==> src/rtl/hcr_pkg.sv <==
package hcr_pkg;

  typedef enum logic [1:0] {
    CK_NORMAL  = 2'd0,
    CK_IACK    = 2'd1,
    CK_SPECIAL = 2'd2,
    CK_BTRACE  = 2'd3
  } cyc_kind_e;

  typedef enum logic [1:0] {
    DST_MEM = 2'd0,
    DST_HUB = 2'd1,
    DST_GFX = 2'd2,
    DST_ALT = 2'd3
  } dest_e;

  localparam logic [4:0] CODE_A_SYS     = 5'b01000;
  localparam logic [4:0] CODE_A_BTRACE  = 5'b01001;
  localparam logic [2:0] CODE_B_SPECIAL = 3'b001;
  localparam logic [2:0] CODE_B_IACK    = 3'b000;

  // Cycle type from the two request-phase codes; upper bits of code b ignored.
  function automatic cyc_kind_e classify_cycle(input logic [4:0] a, input logic [4:0] b);
    cyc_kind_e k;
    k = CK_NORMAL;
    if (a == CODE_A_BTRACE)                             k = CK_BTRACE;
    else if (a == CODE_A_SYS && b[2:0] == CODE_B_SPECIAL) k = CK_SPECIAL;
    else if (a == CODE_A_SYS && b[2:0] == CODE_B_IACK)    k = CK_IACK;
    return k;
  endfunction

  // Final channel: system cycles always to the hub link, spare select to the hub.
  function automatic dest_e steer(input cyc_kind_e k, input dest_e d);
    dest_e r;
    r = d;
    if (k == CK_IACK || k == CK_SPECIAL) r = DST_HUB;
    else if (d == DST_ALT)               r = DST_HUB;
    return r;
  endfunction

  // True when older_agent beats younger_agent in the age order.
  function automatic logic ages_before(input logic trk_j, input logic trk_i,
                                       input logic stored_j_before_i, input logic low_index_j);
    logic r;
    if (trk_j && !trk_i)      r = 1'b1;
    else if (!trk_j && trk_i) r = 1'b0;
    else if (trk_j && trk_i)  r = stored_j_before_i;
    else                      r = low_index_j;
    return r;
  endfunction

endpackage

==> src/rtl/hcr_classify.sv <==
module hcr_classify
  import hcr_pkg::*;
#(
  parameter int ADDR_W = 32
) (
  input  logic              valid,
  input  logic [4:0]        code_a,
  input  logic [4:0]        code_b,
  input  logic [1:0]        dest,
  input  logic              cpu_lock,
  input  logic [ADDR_W-1:0] addr,
  input  logic              mem_ready,
  input  logic              hub_ready,
  input  logic              gfx_ready,
  output cyc_kind_e         kind,
  output dest_e             route,
  output logic              mem_v,
  output logic              hub_v,
  output logic              gfx_v,
  output logic              retire,
  output logic              ready,
  output logic              accept,
  output logic              hub_lock_bit,
  output logic [ADDR_W-1:0] addr_o
);

  logic forward;
  logic sel_ready;

  always_comb begin
    kind    = classify_cycle(code_a, code_b);
    route   = steer(kind, dest_e'(dest));
    retire  = valid && (kind == CK_BTRACE);
    forward = valid && (kind != CK_BTRACE);
    mem_v   = forward && (route == DST_MEM);
    hub_v   = forward && (route == DST_HUB);
    gfx_v   = forward && (route == DST_GFX);
    unique case (route)
      DST_MEM: sel_ready = mem_ready;
      DST_GFX: sel_ready = gfx_ready;
      default: sel_ready = hub_ready;
    endcase
    ready        = (kind == CK_BTRACE) ? 1'b1 : sel_ready;
    accept       = valid && ready;
    hub_lock_bit = hub_v && cpu_lock && (kind == CK_NORMAL);
    addr_o       = (kind == CK_IACK) ? '0 : addr;
  end

endmodule

==> src/rtl/hcr_lock_fsm.sv <==
module hcr_lock_fsm
  import hcr_pkg::*;
(
  input  logic      clk,
  input  logic      rst_n,
  input  logic      cpu_lock,
  input  logic      host_accept,
  input  logic      host_read,
  input  cyc_kind_e kind,
  input  dest_e     route,
  output logic      lock_active,
  output logic      lock_on_mem,
  output logic      set_evt,
  output logic      clr_evt
);

  logic lock_q;
  logic mem_q;

  always_comb begin
    set_evt = !lock_q && cpu_lock && host_accept && host_read &&
              (kind == CK_NORMAL) && (route != DST_GFX);
    clr_evt = lock_q && !cpu_lock;
  end

  always_ff @(posedge clk or negedge rst_n) begin
    if (!rst_n) begin
      lock_q <= 1'b0;
      mem_q  <= 1'b0;
    end else if (clr_evt) begin
      lock_q <= 1'b0;
      mem_q  <= 1'b0;
    end else if (set_evt) begin
      lock_q <= 1'b1;
      mem_q  <= (route == DST_MEM);
    end
  end

  assign lock_active = lock_q;
  assign lock_on_mem = mem_q;

endmodule

==> src/rtl/hcr_agent_gate.sv <==
module hcr_agent_gate
  import hcr_pkg::*;
#(
  parameter int N_AG = 3
) (
  input  logic            clk,
  input  logic            rst_n,
  input  logic [N_AG-1:0] valid,
  input  logic [N_AG-1:0] coherent,
  input  logic [N_AG-1:0] snoop,
  input  logic [N_AG-1:0] to_mem,
  input  logic            lock_active,
  input  logic            lock_on_mem,
  input  logic            down_ready,
  output logic [N_AG-1:0] blocked,
  output logic [N_AG-1:0] grant,
  output logic [N_AG-1:0] ready
);

  logic [N_AG-1:0] tracked_q;
  logic [N_AG-1:0] arrive;
  logic [N_AG-1:0] eligible;
  logic [N_AG-1:0] before_q [N_AG];  // before_q[j][i]: j arrived ahead of i

  for (genvar i = 0; i < N_AG; i++) begin : g_agent
    logic [N_AG-1:0] beaten_by;

    always_comb begin
      blocked[i]  = lock_active && (snoop[i] || (lock_on_mem && to_mem[i] && coherent[i]));
      eligible[i] = valid[i] && !blocked[i];
      arrive[i]   = valid[i] && !tracked_q[i];
      for (int j = 0; j < N_AG; j++) begin
        beaten_by[j] = (j != i) && eligible[j] &&
                       ages_before(tracked_q[j], tracked_q[i], before_q[j][i], j < i);
      end
      grant[i] = eligible[i] && (beaten_by == '0);
      ready[i] = grant[i] && down_ready;
    end

    always_ff @(posedge clk or negedge rst_n) begin
      if (!rst_n) begin
        tracked_q[i] <= 1'b0;
      end else begin
        tracked_q[i] <= valid[i] && !ready[i];
      end
    end

    for (genvar j = 0; j < N_AG; j++) begin : g_pair
      if (j != i) begin : g_ne
        always_ff @(posedge clk or negedge rst_n) begin
          if (!rst_n) begin
            before_q[j][i] <= 1'b0;
          end else if (arrive[i]) begin
            before_q[j][i] <= tracked_q[j] || (arrive[j] && (j < i));
          end else if (arrive[j]) begin
            before_q[j][i] <= 1'b0;
          end
        end
      end else begin : g_eq
        always_ff @(posedge clk or negedge rst_n) begin
          if (!rst_n) before_q[j][i] <= 1'b0;
          else        before_q[j][i] <= 1'b0;
        end
      end
    end
  end

endmodule

==> src/rtl/host_cycle_router.sv <==
module host_cycle_router
  import hcr_pkg::*;
#(
  parameter int ADDR_W = 32,
  parameter int DATA_W = 64,
  parameter int N_AG   = 3,
  parameter int HUB_AG = 0,
  localparam int AG_W  = (N_AG > 1) ? $clog2(N_AG) : 1
) (
  input  logic                       clk,
  input  logic                       rst_n,
  input  logic                       cpu_lock,
  input  logic                       hreq_valid,
  output logic                       hreq_ready,
  input  logic [4:0]                 hreq_code_a,
  input  logic [4:0]                 hreq_code_b,
  input  logic [1:0]                 hreq_dest,
  input  logic                       hreq_read,
  input  logic [ADDR_W-1:0]          hreq_addr,
  input  logic [DATA_W-1:0]          hreq_data,
  output logic                       mem_valid,
  input  logic                       mem_ready,
  output logic                       hub_valid,
  input  logic                       hub_ready,
  output logic [1:0]                 hub_kind,
  output logic                       hub_lock,
  output logic                       gfx_valid,
  input  logic                       gfx_ready,
  output logic [ADDR_W-1:0]          fwd_addr,
  output logic [DATA_W-1:0]          fwd_data,
  output logic                       fwd_read,
  output logic                       bt_retire,
  input  logic [N_AG-1:0]            ag_valid,
  output logic [N_AG-1:0]            ag_ready,
  input  logic [N_AG-1:0]            ag_coherent,
  input  logic [N_AG-1:0]            ag_snoop,
  input  logic [N_AG-1:0]            ag_to_mem,
  input  logic [N_AG-1:0][ADDR_W-1:0] ag_addr,
  input  logic                       hub_ag_lock,
  output logic                       agm_valid,
  input  logic                       agm_ready,
  output logic [AG_W-1:0]            agm_id,
  output logic [ADDR_W-1:0]          agm_addr,
  output logic                       agm_coherent,
  output logic                       agm_snoop,
  output logic                       agm_to_mem,
  output logic                       lock_err
);

  cyc_kind_e       kind;
  dest_e           route;
  logic            host_accept;
  logic            lock_active;
  logic            lock_on_mem;
  logic            lock_set_evt;
  logic            lock_clr_evt;
  logic [N_AG-1:0] ag_blocked;
  logic [N_AG-1:0] ag_grant;
  logic            unsup_lock_evt;
  logic            err_q;

  hcr_classify #(.ADDR_W(ADDR_W)) u_classify (
    .valid        (hreq_valid),
    .code_a       (hreq_code_a),
    .code_b       (hreq_code_b),
    .dest         (hreq_dest),
    .cpu_lock     (cpu_lock),
    .addr         (hreq_addr),
    .mem_ready    (mem_ready),
    .hub_ready    (hub_ready),
    .gfx_ready    (gfx_ready),
    .kind         (kind),
    .route        (route),
    .mem_v        (mem_valid),
    .hub_v        (hub_valid),
    .gfx_v        (gfx_valid),
    .retire       (bt_retire),
    .ready        (hreq_ready),
    .accept       (host_accept),
    .hub_lock_bit (hub_lock),
    .addr_o       (fwd_addr)
  );

  assign hub_kind = kind;
  assign fwd_data = hreq_data;
  assign fwd_read = hreq_read;

  hcr_lock_fsm u_lock (
    .clk         (clk),
    .rst_n       (rst_n),
    .cpu_lock    (cpu_lock),
    .host_accept (host_accept),
    .host_read   (hreq_read),
    .kind        (kind),
    .route       (route),
    .lock_active (lock_active),
    .lock_on_mem (lock_on_mem),
    .set_evt     (lock_set_evt),
    .clr_evt     (lock_clr_evt)
  );

  hcr_agent_gate #(.N_AG(N_AG)) u_gate (
    .clk         (clk),
    .rst_n       (rst_n),
    .valid       (ag_valid),
    .coherent    (ag_coherent),
    .snoop       (ag_snoop),
    .to_mem      (ag_to_mem),
    .lock_active (lock_active),
    .lock_on_mem (lock_on_mem),
    .down_ready  (agm_ready),
    .blocked     (ag_blocked),
    .grant       (ag_grant),
    .ready       (ag_ready)
  );

  always_comb begin
    agm_valid    = |ag_grant;
    agm_id       = '0;
    agm_addr     = '0;
    agm_coherent = 1'b0;
    agm_snoop    = 1'b0;
    agm_to_mem   = 1'b0;
    for (int i = 0; i < N_AG; i++) begin
      if (ag_grant[i]) begin
        agm_id       = AG_W'(i);
        agm_addr     = ag_addr[i];
        agm_coherent = ag_coherent[i];
        agm_snoop    = ag_snoop[i];
        agm_to_mem   = ag_to_mem[i];
      end
    end
  end

  assign unsup_lock_evt = ag_ready[HUB_AG] && hub_ag_lock && ag_to_mem[HUB_AG];

  always_ff @(posedge clk or negedge rst_n) begin
    if (!rst_n) err_q <= 1'b0;
    else        err_q <= unsup_lock_evt;
  end

  assign lock_err = err_q;

endmodule

==> config.mk <==
export PLATFORM = sky130hd
export DESIGN_NAME = host_cycle_router
export DESIGN_NICKNAME = d
export VERILOG_FILES = /design/src/rtl/hcr_pkg.sv /design/src/rtl/hcr_classify.sv /design/src/rtl/hcr_lock_fsm.sv /design/src/rtl/hcr_agent_gate.sv /design/src/rtl/host_cycle_router.sv
export SDC_FILE = /design/constraint.sdc
export NUM_CORES = 1
export LEC_CHECK = 0
export BUFFER_PORTS_ARGS = -buffer_cell sky130_fd_sc_hd__buf_2
export CAP_MARGIN = 25
export CORE_AREA = 5 5 142 144
export DETAILED_ROUTE_END_ITERATION = 10
export DIE_AREA = 0 0 147 149
export PLACE_DENSITY = 0.54
export SYNTH_ARGS = -nofsm -noshare
export SYNTH_HDL_FRONTEND = slang
export SYNTH_SLANG_ARGS = --single-unit
==> constraint.sdc <==
create_clock -name clk -period 3.35 [get_ports clk]
set_clock_uncertainty 0.2 [all_clocks]
set_input_delay 0.67 -clock clk [delete_from_list [all_inputs] [get_ports clk]]
set_output_delay 0.67 -clock clk [all_outputs]
set_load 0.01 [all_outputs]
==> results.cfg <==
[grt]
met1_usage = 0.108
grt_usage = 0.103
grt_pass1_wl_um = 18000
grt_use_met2 = 0.199
antenna_found_initial = 2
overflow = 0
met3_usage = 0.0419
grt_pass1_vias = 3298
grt_start_max_net_pins = 38
busiest_layer = met2

[sta]
period_minus_slack_ns = 3.32
setup_viol = 0
period_share = 0.991
clock.fmax_ghz = 0.301
hold_ws_ns = 0.0970
rsz0062_at_grt = yes
hold_violations = 0
finalMaxSlewViolations = 0
tightest_slew_ns = 0.418
fin_setup_tns_ns = 0
maxSlewHeadroom = 0.721

[die]
start_util = 0.149
core_area_sq_um = 18600
die_area_sq_um = 21900
rows = 50
ioPinCount = 373
dieWidth_um = 147
chipHeight_um = 149

[worst_setup_path]
r2r-end = lock_err
start_kind = input pin
slowest_delay_ns = 0.36
critPathSlowestCell = or3b_1
reg2reg_slack_ns = 1.14
r2r_cells = 7
critPathKind = in2out
crit_top_cell = buf_12
r2r-start = u_lock.lock_active
worstPathRequired_ns = 2.48
end_kind = output pin
cp_cell_sequence = buf_6 -> a31o_4 -> a221oi_4 -> nor3_4 -> buf_12 -> buf_12 -> buf_8 -> or3b_1 -> a21oi_2 -> buf_2
crit_arrival_ns = 2.45
worstPathMaxFanout = 7

[layout]
area_growth_pct = 57.6
final_layout_size_suffix_gt1_frac = 0.696
layout_common_cells = 238 x buf_2, 59 x a21oi_2, 41 x nor2_1, 37 x nor2b_1, 33 x buf_4
layout_commonest_cell = buf_2
seq_area_sq_um = 302
multi_input_area_sq_um = 1860
fillers = 2042
num_antenna_cells = 0
nets = 792

[detailed_routing]
drt_first_pass_iters = 4
vias = 3262
drcViolationCount = 0
avgRoutedWirePerCell_um = 15.7
antenna_left = 0
viasPerCell = 4.10
wl_um = 12500
drt_iter0_drc = 55

[power_and_ir_drop]
powerDensity_nw_per_um2 = 261
peakVddDrop_mv = 0.109
p_leak_nw = 2.17
report.power.total_w = 0.00114

[job]
maxCapViolCount = 0

[synthesis]
synth_seq_area_share = 0.108
synth_cell_types = 51
ys_seq_elements = 12
synth-async-reset-ratio = 1.00
synth_ff_type = dfrtp_1
avgSynthCellArea_sq_um = 7.88
syn-num-nets = 580
yosys_warnings = 0
postSynthCellCount = 352
synth-edff-count = 0
syn_area_sq_um = 2780

[clocking]
clkSinkCount = 12
clkTransAtPathRegs_ns = 0.04
clockBufferDepth = 2
htreeDepth = 1
insertion_delay_ns = 0.24
postCtsHoldBufs = 0
cts_tree = yes
cts_buffers = 3
root_buffer = clkbuf_16

[worst_hold_path]
min_path_type = in2async

[place]
dp_hpwl_um = 10000
io_buffers = 242
place.gp.congestion = 0.757

[run_status]
status = finished clean
[what timing repair did]
action | 4_1_cts | 5_1_grt
pin swaps | 17 | 23
resized for setup | 18 | 19
gates cloned | 4 | 0
buffers inserted | 8 | 5
endpoints found under the hold margin | 0 | 0
setup endpoints to repair | 9 | 22
[registers in the layout, summed over array words and instances (netlist names)]
name,flops
u_gate.tracked_q,3
u_lock.lock_active,1
u_lock.lock_on_mem,1
u_gate.before_q,6
lock_err,1
[critical path, delay by kind of cell]
family / cells / cell delay [ns]
compound gates: 3 / 0.66
simple gates: 2 / 0.47
buf+inv: 5 / 0.65
[through the flow]
stage	util	area (sq um)	worst slack, ns	std cells
2_1_floorplan	-	2780	0.0117	352
3_3_place_gp	0.213	3960	-0.123	777
3_5_place_dp	0.213	3960	-0.121	777
4_1_cts	0.230	4270	-0.0423	792
5_1_grt	0.235	4370	-0.0431	796
6_report	0.235	4370	0.0298	796
[Yosys cell counts, types with 3 or more instances]
library cell	number	area, sq um
nand2b_1	3	18.8
or3b_2	7	61.3
buf_6	4	45.0
nor3b_1	4	30.0
o22a_1	6	52.6
o21ai_0	3	15.0
nor3_1	3	15.0
a21oi_2	58	508
a21o_1	3	22.5
and3_1	3	18.8
buf_12	3	60.1
buf_4	69	518
inv_1	8	30.0
or3b_1	25	219
nand2_1	6	22.5
nor2_1	42	158
clkbuf_1	4	15.0
o21a_1	3	22.5
dfrtp_1	12	300
buf_2	6	30.0
a21oi_1	7	35.0
nor2b_1	38	238
[report_power, final]
group	switching [W]	internal, W	leakage, nW
logic	0.000361	0.000386	1.98
clock network	0.0000643	0.000156	0.0370
registers	0.0000132	0.000161	0.149
[layout make-up]
cell class              instances  area share
well taps                     234      0.0669
multi-input cells             244       0.425
repair buffers                293       0.414
flip-flops and latches         12      0.0689
clock buffers                   3      0.0172
inverters                      10     0.00858
[metal layers]
layer / wire length [um] / vias to the layer above
met5: 0 / -
met4: 104 / 0
met3: 1560 / 9
met2: 6370 / 215
met1: 4490 / 1465
li1: - / 1573
[worst max path at each step]
stage,end,start
3_5_place_dp,hreq_ready,hreq_code_a[1]
6_report,agm_addr[26],ag_coherent[2]
2_1_floorplan,hreq_ready,hreq_code_a[1]
3_3_place_gp,hreq_ready,hreq_code_a[1]
5_1_grt,hreq_ready,hreq_code_a[4]
4_1_cts,hreq_ready,hreq_code_a[1]
[kinds of logic after synthesis]
group                      count (synthesis)  share of synthesized area
xor gates and xnor gates                   1                    0.00316
muxes                                      2                    0.00811
DFF                                       12                      0.108
buffers and inverters                     96                      0.254
adders and majority gates                  2                    0.00902
and+or+nand+nor                          144                      0.323
AOI/OAI and AO/OA                         95                      0.294
Power figures use the tool's default switching activity.
